==> src/rtl/timebase_pkg.sv <==
package timebase_pkg;

  // Next count value for a counter of width w, wrapping at 2**w.
  function automatic logic [63:0] cnt_step(input logic [63:0] v, input int unsigned w);
    logic [63:0] mask;
    mask = (w >= 64) ? '1 : ((64'(1) << w) - 64'(1));
    return (v + 64'(1)) & mask;
  endfunction

  // Upper register image: shadow byte in the low bits, enable at en_bit.
  function automatic logic [31:0] hi_image(input logic [31:0] shadow, input logic run,
                                           input int unsigned en_bit);
    logic [31:0] r;
    r = shadow;
    r[en_bit] = run;
    return r;
  endfunction

endpackage

==> src/rtl/tbase_counter.sv <==
module tbase_counter
  import timebase_pkg::*;
#(
  parameter int unsigned CNT_W = 40
) (
  input  logic             clk,
  input  logic             rst_n,
  input  logic             tick_i,
  input  logic             set_i,
  input  logic             clr_i,
  output logic [CNT_W-1:0] cnt_o,
  output logic             run_o
);

  logic [CNT_W-1:0] cnt_q;
  logic             run_q;
  logic             inc_evt;

  assign inc_evt = run_q && tick_i && !clr_i;

  always_ff @(posedge clk or negedge rst_n) begin
    if (!rst_n) begin
      run_q <= 1'b0;
    end else if (clr_i) begin
      run_q <= 1'b0;
    end else if (set_i) begin
      run_q <= 1'b1;
    end
  end

  always_ff @(posedge clk or negedge rst_n) begin
    if (!rst_n) begin
      cnt_q <= '0;
    end else if (clr_i) begin
      cnt_q <= '0;
    end else if (inc_evt) begin
      cnt_q <= CNT_W'(cnt_step(64'(cnt_q), CNT_W));
    end
  end

  assign cnt_o = cnt_q;
  assign run_o = run_q;

  // hold when there is no tick
  assert_hold_R2: assert property (@(posedge clk) disable iff (!rst_n)
    (!tick_i && !clr_i) |=> (cnt_q == $past(cnt_q)));

  // one step per enabled tick
  assert_step_R2: assert property (@(posedge clk) disable iff (!rst_n)
    (run_q && tick_i && !clr_i && !(&cnt_q)) |=> (cnt_q == $past(cnt_q) + CNT_W'(1)));

  // all-ones plus a tick gives zero
  assert_wrap_R3: assert property (@(posedge clk) disable iff (!rst_n)
    (run_q && tick_i && !clr_i && (&cnt_q)) |=> (cnt_q == '0));

  // a clear stops and zeroes the count
  assert_clear_R5: assert property (@(posedge clk) disable iff (!rst_n)
    clr_i |=> (cnt_q == '0 && !run_q));

  // a set leaves the counter running
  assert_set_R4: assert property (@(posedge clk) disable iff (!rst_n)
    (set_i && !clr_i) |=> run_q);

endmodule

==> src/rtl/tbase_regif.sv <==
module tbase_regif
  import timebase_pkg::*;
#(
  parameter int unsigned CNT_W   = 40,
  parameter int unsigned LO_W    = 32,
  parameter int unsigned DATA_W  = 32,
  parameter int unsigned ADDR_W  = 8,
  parameter int unsigned EN_BIT  = 8,
  parameter logic [ADDR_W-1:0] LO_ADDR = 8'h60,
  parameter logic [ADDR_W-1:0] HI_ADDR = 8'h64
) (
  input  logic              clk,
  input  logic              rst_n,
  input  logic              wr_i,
  input  logic              rd_i,
  input  logic [ADDR_W-1:0] addr_i,
  input  logic [DATA_W-1:0] wdata_i,
  input  logic [CNT_W-1:0]  cnt_i,
  input  logic              run_i,
  output logic              set_o,
  output logic              clr_o,
  output logic [DATA_W-1:0] rdata_o
);

  localparam int unsigned HI_W = CNT_W - LO_W;

  logic [HI_W-1:0]   shadow_q;
  logic [DATA_W-1:0] rdata_q;
  logic              hit_lo, hit_hi;
  logic              rd_lo_evt, rd_hi_evt, rd_miss_evt;

  assign hit_lo      = (addr_i == LO_ADDR);
  assign hit_hi      = (addr_i == HI_ADDR);
  assign rd_lo_evt   = rd_i && hit_lo;
  assign rd_hi_evt   = rd_i && hit_hi;
  assign rd_miss_evt = rd_i && !hit_lo && !hit_hi;
  assign set_o       = wr_i && hit_hi && wdata_i[EN_BIT];
  assign clr_o       = wr_i && hit_hi && !wdata_i[EN_BIT];

  always_ff @(posedge clk or negedge rst_n) begin
    if (!rst_n) begin
      shadow_q <= '0;
    end else if (rd_lo_evt) begin
      shadow_q <= cnt_i[CNT_W-1:LO_W];
    end else if (clr_o) begin
      shadow_q <= '0;
    end
  end

  always_ff @(posedge clk or negedge rst_n) begin
    if (!rst_n) begin
      rdata_q <= '0;
    end else if (rd_lo_evt) begin
      rdata_q <= DATA_W'(cnt_i[LO_W-1:0]);
    end else if (rd_hi_evt) begin
      rdata_q <= DATA_W'(hi_image(32'(shadow_q), run_i, EN_BIT));
    end else begin
      rdata_q <= '0;
    end
  end

  assign rdata_o = rdata_q;

  // lower read captures the upper count bits
  assert_shadow_R7: assert property (@(posedge clk) disable iff (!rst_n)
    rd_lo_evt |=> (shadow_q == $past(cnt_i[CNT_W-1:LO_W])));

  // padding above the enable bit reads as zero
  assert_hi_pad_R7: assert property (@(posedge clk) disable iff (!rst_n)
    rd_hi_evt |=> (rdata_q[DATA_W-1:EN_BIT+1] == '0));

  // unmapped reads and idle cycles return zero
  assert_miss_R8: assert property (@(posedge clk) disable iff (!rst_n)
    (rd_miss_evt || !rd_i) |=> (rdata_q == '0));

  // lower read returns the pre-edge count
  assert_lo_read_R6: assert property (@(posedge clk) disable iff (!rst_n)
    rd_lo_evt |=> (rdata_q == DATA_W'($past(cnt_i[LO_W-1:0]))));

endmodule

==> src/rtl/free_timebase.sv <==
module free_timebase #(
  parameter int unsigned CNT_W  = 40,
  parameter int unsigned LO_W   = 32,
  parameter int unsigned EN_BIT = 8
) (
  input  logic        clk,
  input  logic        rst_n,
  input  logic        tick_i,
  input  logic        bus_wr_i,
  input  logic        bus_rd_i,
  input  logic [7:0]  bus_addr_i,
  input  logic [31:0] bus_wdata_i,
  output logic [31:0] bus_rdata_o
);

  logic [CNT_W-1:0] cnt;
  logic             run;
  logic             set_evt;
  logic             clr_evt;

  tbase_counter #(.CNT_W(CNT_W)) u_cnt (
    .clk    (clk),
    .rst_n  (rst_n),
    .tick_i (tick_i),
    .set_i  (set_evt),
    .clr_i  (clr_evt),
    .cnt_o  (cnt),
    .run_o  (run)
  );

  tbase_regif #(
    .CNT_W  (CNT_W),
    .LO_W   (LO_W),
    .DATA_W (32),
    .ADDR_W (8),
    .EN_BIT (EN_BIT)
  ) u_regif (
    .clk     (clk),
    .rst_n   (rst_n),
    .wr_i    (bus_wr_i),
    .rd_i    (bus_rd_i),
    .addr_i  (bus_addr_i),
    .wdata_i (bus_wdata_i),
    .cnt_i   (cnt),
    .run_i   (run),
    .set_o   (set_evt),
    .clr_o   (clr_evt),
    .rdata_o (bus_rdata_o)
  );

  // a write elsewhere never changes the enable state
  assert_no_stray_R4: assert property (@(posedge clk) disable iff (!rst_n)
    (!(bus_wr_i && bus_addr_i == 8'h64)) |=> (run == $past(run)));

endmodule

==> config.mk <==
export PLATFORM = sky130hd
export DESIGN_NAME = free_timebase
export DESIGN_NICKNAME = d
export VERILOG_FILES = /design/src/rtl/timebase_pkg.sv /design/src/rtl/tbase_counter.sv /design/src/rtl/tbase_regif.sv /design/src/rtl/free_timebase.sv
export SDC_FILE = /design/constraint.sdc
export NUM_CORES = 1
export LEC_CHECK = 0
export BUFFER_PORTS_ARGS = -buffer_cell sky130_fd_sc_hd__buf_2
export CAP_MARGIN = 20
export CORE_MARGIN = 1.5
export CORE_UTILIZATION = 30
export CTS_BUF_LIST = sky130_fd_sc_hd__clkbuf_2
export DETAILED_ROUTE_END_ITERATION = 7
export HOLD_SLACK_MARGIN = 0.08
export PLACE_DENSITY_LB_ADDON = 0.12
export SLEW_MARGIN = 10
export SYNTH_ARGS = -nofsm -noshare
export SYNTH_HDL_FRONTEND = slang
export SYNTH_SLANG_ARGS = --single-unit
==> constraint.sdc <==
create_clock -name clk -period 4.01 [get_ports clk]
set_input_delay 0.802 -clock clk [delete_from_list [all_inputs] [get_ports clk]]
set_output_delay 0.802 -clock clk [all_outputs]
set_load 0.005 [all_outputs]
==> results.md <==
* Cells after Synth at ~340
* Slew margin rel. at 0.386
* Least-Margin Pin Slew at 0.913 ns
* Final period util at 0.563
* Crit end category: flop
* GRT overflow at 0
* Cts bufs inserted at 9
* DRT Pass-1 Iters at 4
* Top-count cell post-synth: dfrtp_1
* Yosys cell types at 35
* Layout cells sized above 1 at 0.183
* Iteration-0 DRC Markers at 120
* Wirelength per Cell at around 15 microns
* Largest area contributor in the netlist: dfrtp_1
* Clock Skew at around 0.029 ns
* First-pass GRT wire length at between 10000 and 15000 microns
* Top cells by count, synth: 81 x dfrtp_1, 29 x nand2_1, 26 x and2_1
* Worst EP arrival at 2.69 ns
* Status: completed
* Worst skew pair latency at around 0.54 ns
* Initial antenna violation count at 0
* Peak VDD IR at around 90 uV
* Post-layout min period at 2.26 ns
* Mapped cell area at 0.00368 sq mm
* Drt total wl at just over 8000 microns
* Hold buffer count at cts at 0
* DIE AREA at between 0.01 and 0.015 sq mm
* RSZ-0062 raised after global routing: no
* Initial core utilization at 0.307
* Ys flop type: dfrtp_1
* Register area share after synthesis at 0.550
* Row cnt at 40
* Pin count of the biggest net entering global routing at 60
* Hold Path Class: input pin to asynchronous set/reset pin
* CTS root buffer: clkbuf_2
* Vias in the first global route at between 2000 and 3000
* RR Startpoint: u_cnt.cnt_o[14]
* CP Max Fanout at 11
* CP Launch Type: input pin
* Slew Limit Fails at 0
* Data required time of the critical path at 4.44 ns
* Ports at 77
* Port-buffer cells at 45
* Via density at a little over 5
* P&R area growth vs syn at 12.5%
* Post_cts resized at 0
* Fin Setup TNS at 0 ns
* Layout Nets at approximately 430
* Yosys reg bits at 81
* Diode count at 0
* Post-synth EDFFs at 0
* YS warnings at 0
* # H-tree levels at 3
* DIE HEIGHT at about 110 microns
* CP Class: input pin to flop
* Util after Layout at 0.345
* Leak at approximately 1.9 nW
* Max-cap violations at 0
* Top cells by area, synth: dfrtp_1 55%, and2_1 4.4%, a22o_1 4.0%
* Total vias in the final route at between 2000 and 3000
* Max Clk Rate at ~0.44 GHz
* Hold Fails Final Rpt at 0
* GP Congestion at just over 0.7
* Top-area cell type share of the netlist area at 0.550
* Postcts setup bufs at 0
* Detailed Place HPWL at roughly 5400 microns
* Cell Pwr Density at about 310 mW/mm^2
* Final setup vio count at 0
* FFs w/ async S/R, synth at 1.00
* Clock slew at reported path FFs at between 0.2 and 0.25 ns
* Antenna Nets Post-Route at 0
* Core area at 0.0120 sq mm
* Die width at ~110 microns
* R2R setup slack at between 1.5 and 2 ns
* All-Layer GR Usage at 0.136
* TritonCTS clock tree: done
* Clock buffer depth at 2
* Synthesized Nets at just under 400
* CTS sink count at 81
* Mean Syn Cell Area at ~11 sq um
* Worst-case reg-to-reg path depth at 4
* Drt drc at 0
* Critical R2R Capture: u_cnt.cnt_o[33]
[power breakdown]
group	leakage, nW	internal [mW]	switching [mW]
combinational	0.751	0.0169	0.0309
clock	0.0593	0.0807	0.295
sequential	1.13	0.827	0.0168
[registers in the layout, summed over array words and instances (netlist names)]
register,count
u_cnt.cnt_o,40
u_regif.shadow_q,8
u_regif.rdata_o,32
u_cnt.run_o,1
[worst max-delay path by stage]
stage / startpoint / endpoint / slack (ns) / cells after the start
floorplan: bus_addr_i[3] / u_cnt.cnt_o[34] / 1.50 / 7
global placement: bus_addr_i[3] / u_regif.shadow_q[3] / 1.18 / 5
detailed placement: bus_addr_i[3] / u_regif.shadow_q[0] / 1.13 / 5
CTS: bus_addr_i[3] / u_regif.shadow_q[4] / 1.76 / 5
global route: bus_addr_i[3] / u_regif.shadow_q[4] / 1.70 / 5
finish: bus_addr_i[3] / u_regif.shadow_q[4] / 1.75 / 5
[placed cells by master, fill, tap and decap left out, drive strengths merged, types with 8 or more instances in the layout]
master / count
nand3: 16
mux2i: 12
clkbuf: 9
nor2: 12
buf: 50
a21oi: 16
nand4: 12
nand2: 29
and4: 8
or4: 15
a22o: 17
nor4: 16
and2: 26
dfrtp: 81
o31ai: 12
[through the flow]
step           setup WS, ns  std cells  hold slack (ns)  area, sq um  power [mW]
4_1_cts                1.76        534            0.261         4140        1.30
2_1_floorplan          1.50        339            0.467         3680       0.874
5_1_grt                1.70        534            0.280         4140        1.34
3_3_place_gp           1.18        518            0.485         4050       0.906
3_5_place_dp           1.13        518            0.483         4050       0.908
6_report               1.75        534            0.295         4140        1.27
[metal layers]
layer	routed length [microns]	GRT usage
met5	0	0
met4	114	0.0575
met3	226	0.0324
met2	3890	0.216
met1	3910	0.178
[final cells by class]
class / count / area [sq um]
tap: 147 / 184
clock inverter: 7 / 47.5
sequential: 81 / 2030
clock buffer: 9 / 45.0
timing repair buffer: 50 / 265
multi-input combinational: 235 / 1560
fill: 1244 / 7870
inverter: 5 / 18.8
[critical path: stages]
cell and delay, ns:
buf_2 0.09, or4b_4 0.59, nor4_4 0.65, nor2_1 0.30, a22o_1 0.26
[cell families after synthesis]
kind of cell,Yosys count,synth area share
buffers and inverters,23,0.0299
AOI/OAI and AO/OA,50,0.0944
DFF,81,0.550
xor gates and xnor gates,11,0.0261
adders and majority gates,1,0.00340
muxes,13,0.0357
and+or+nand+nor,160,0.260
No activity file was read; power rests on OpenSTA's default activity.
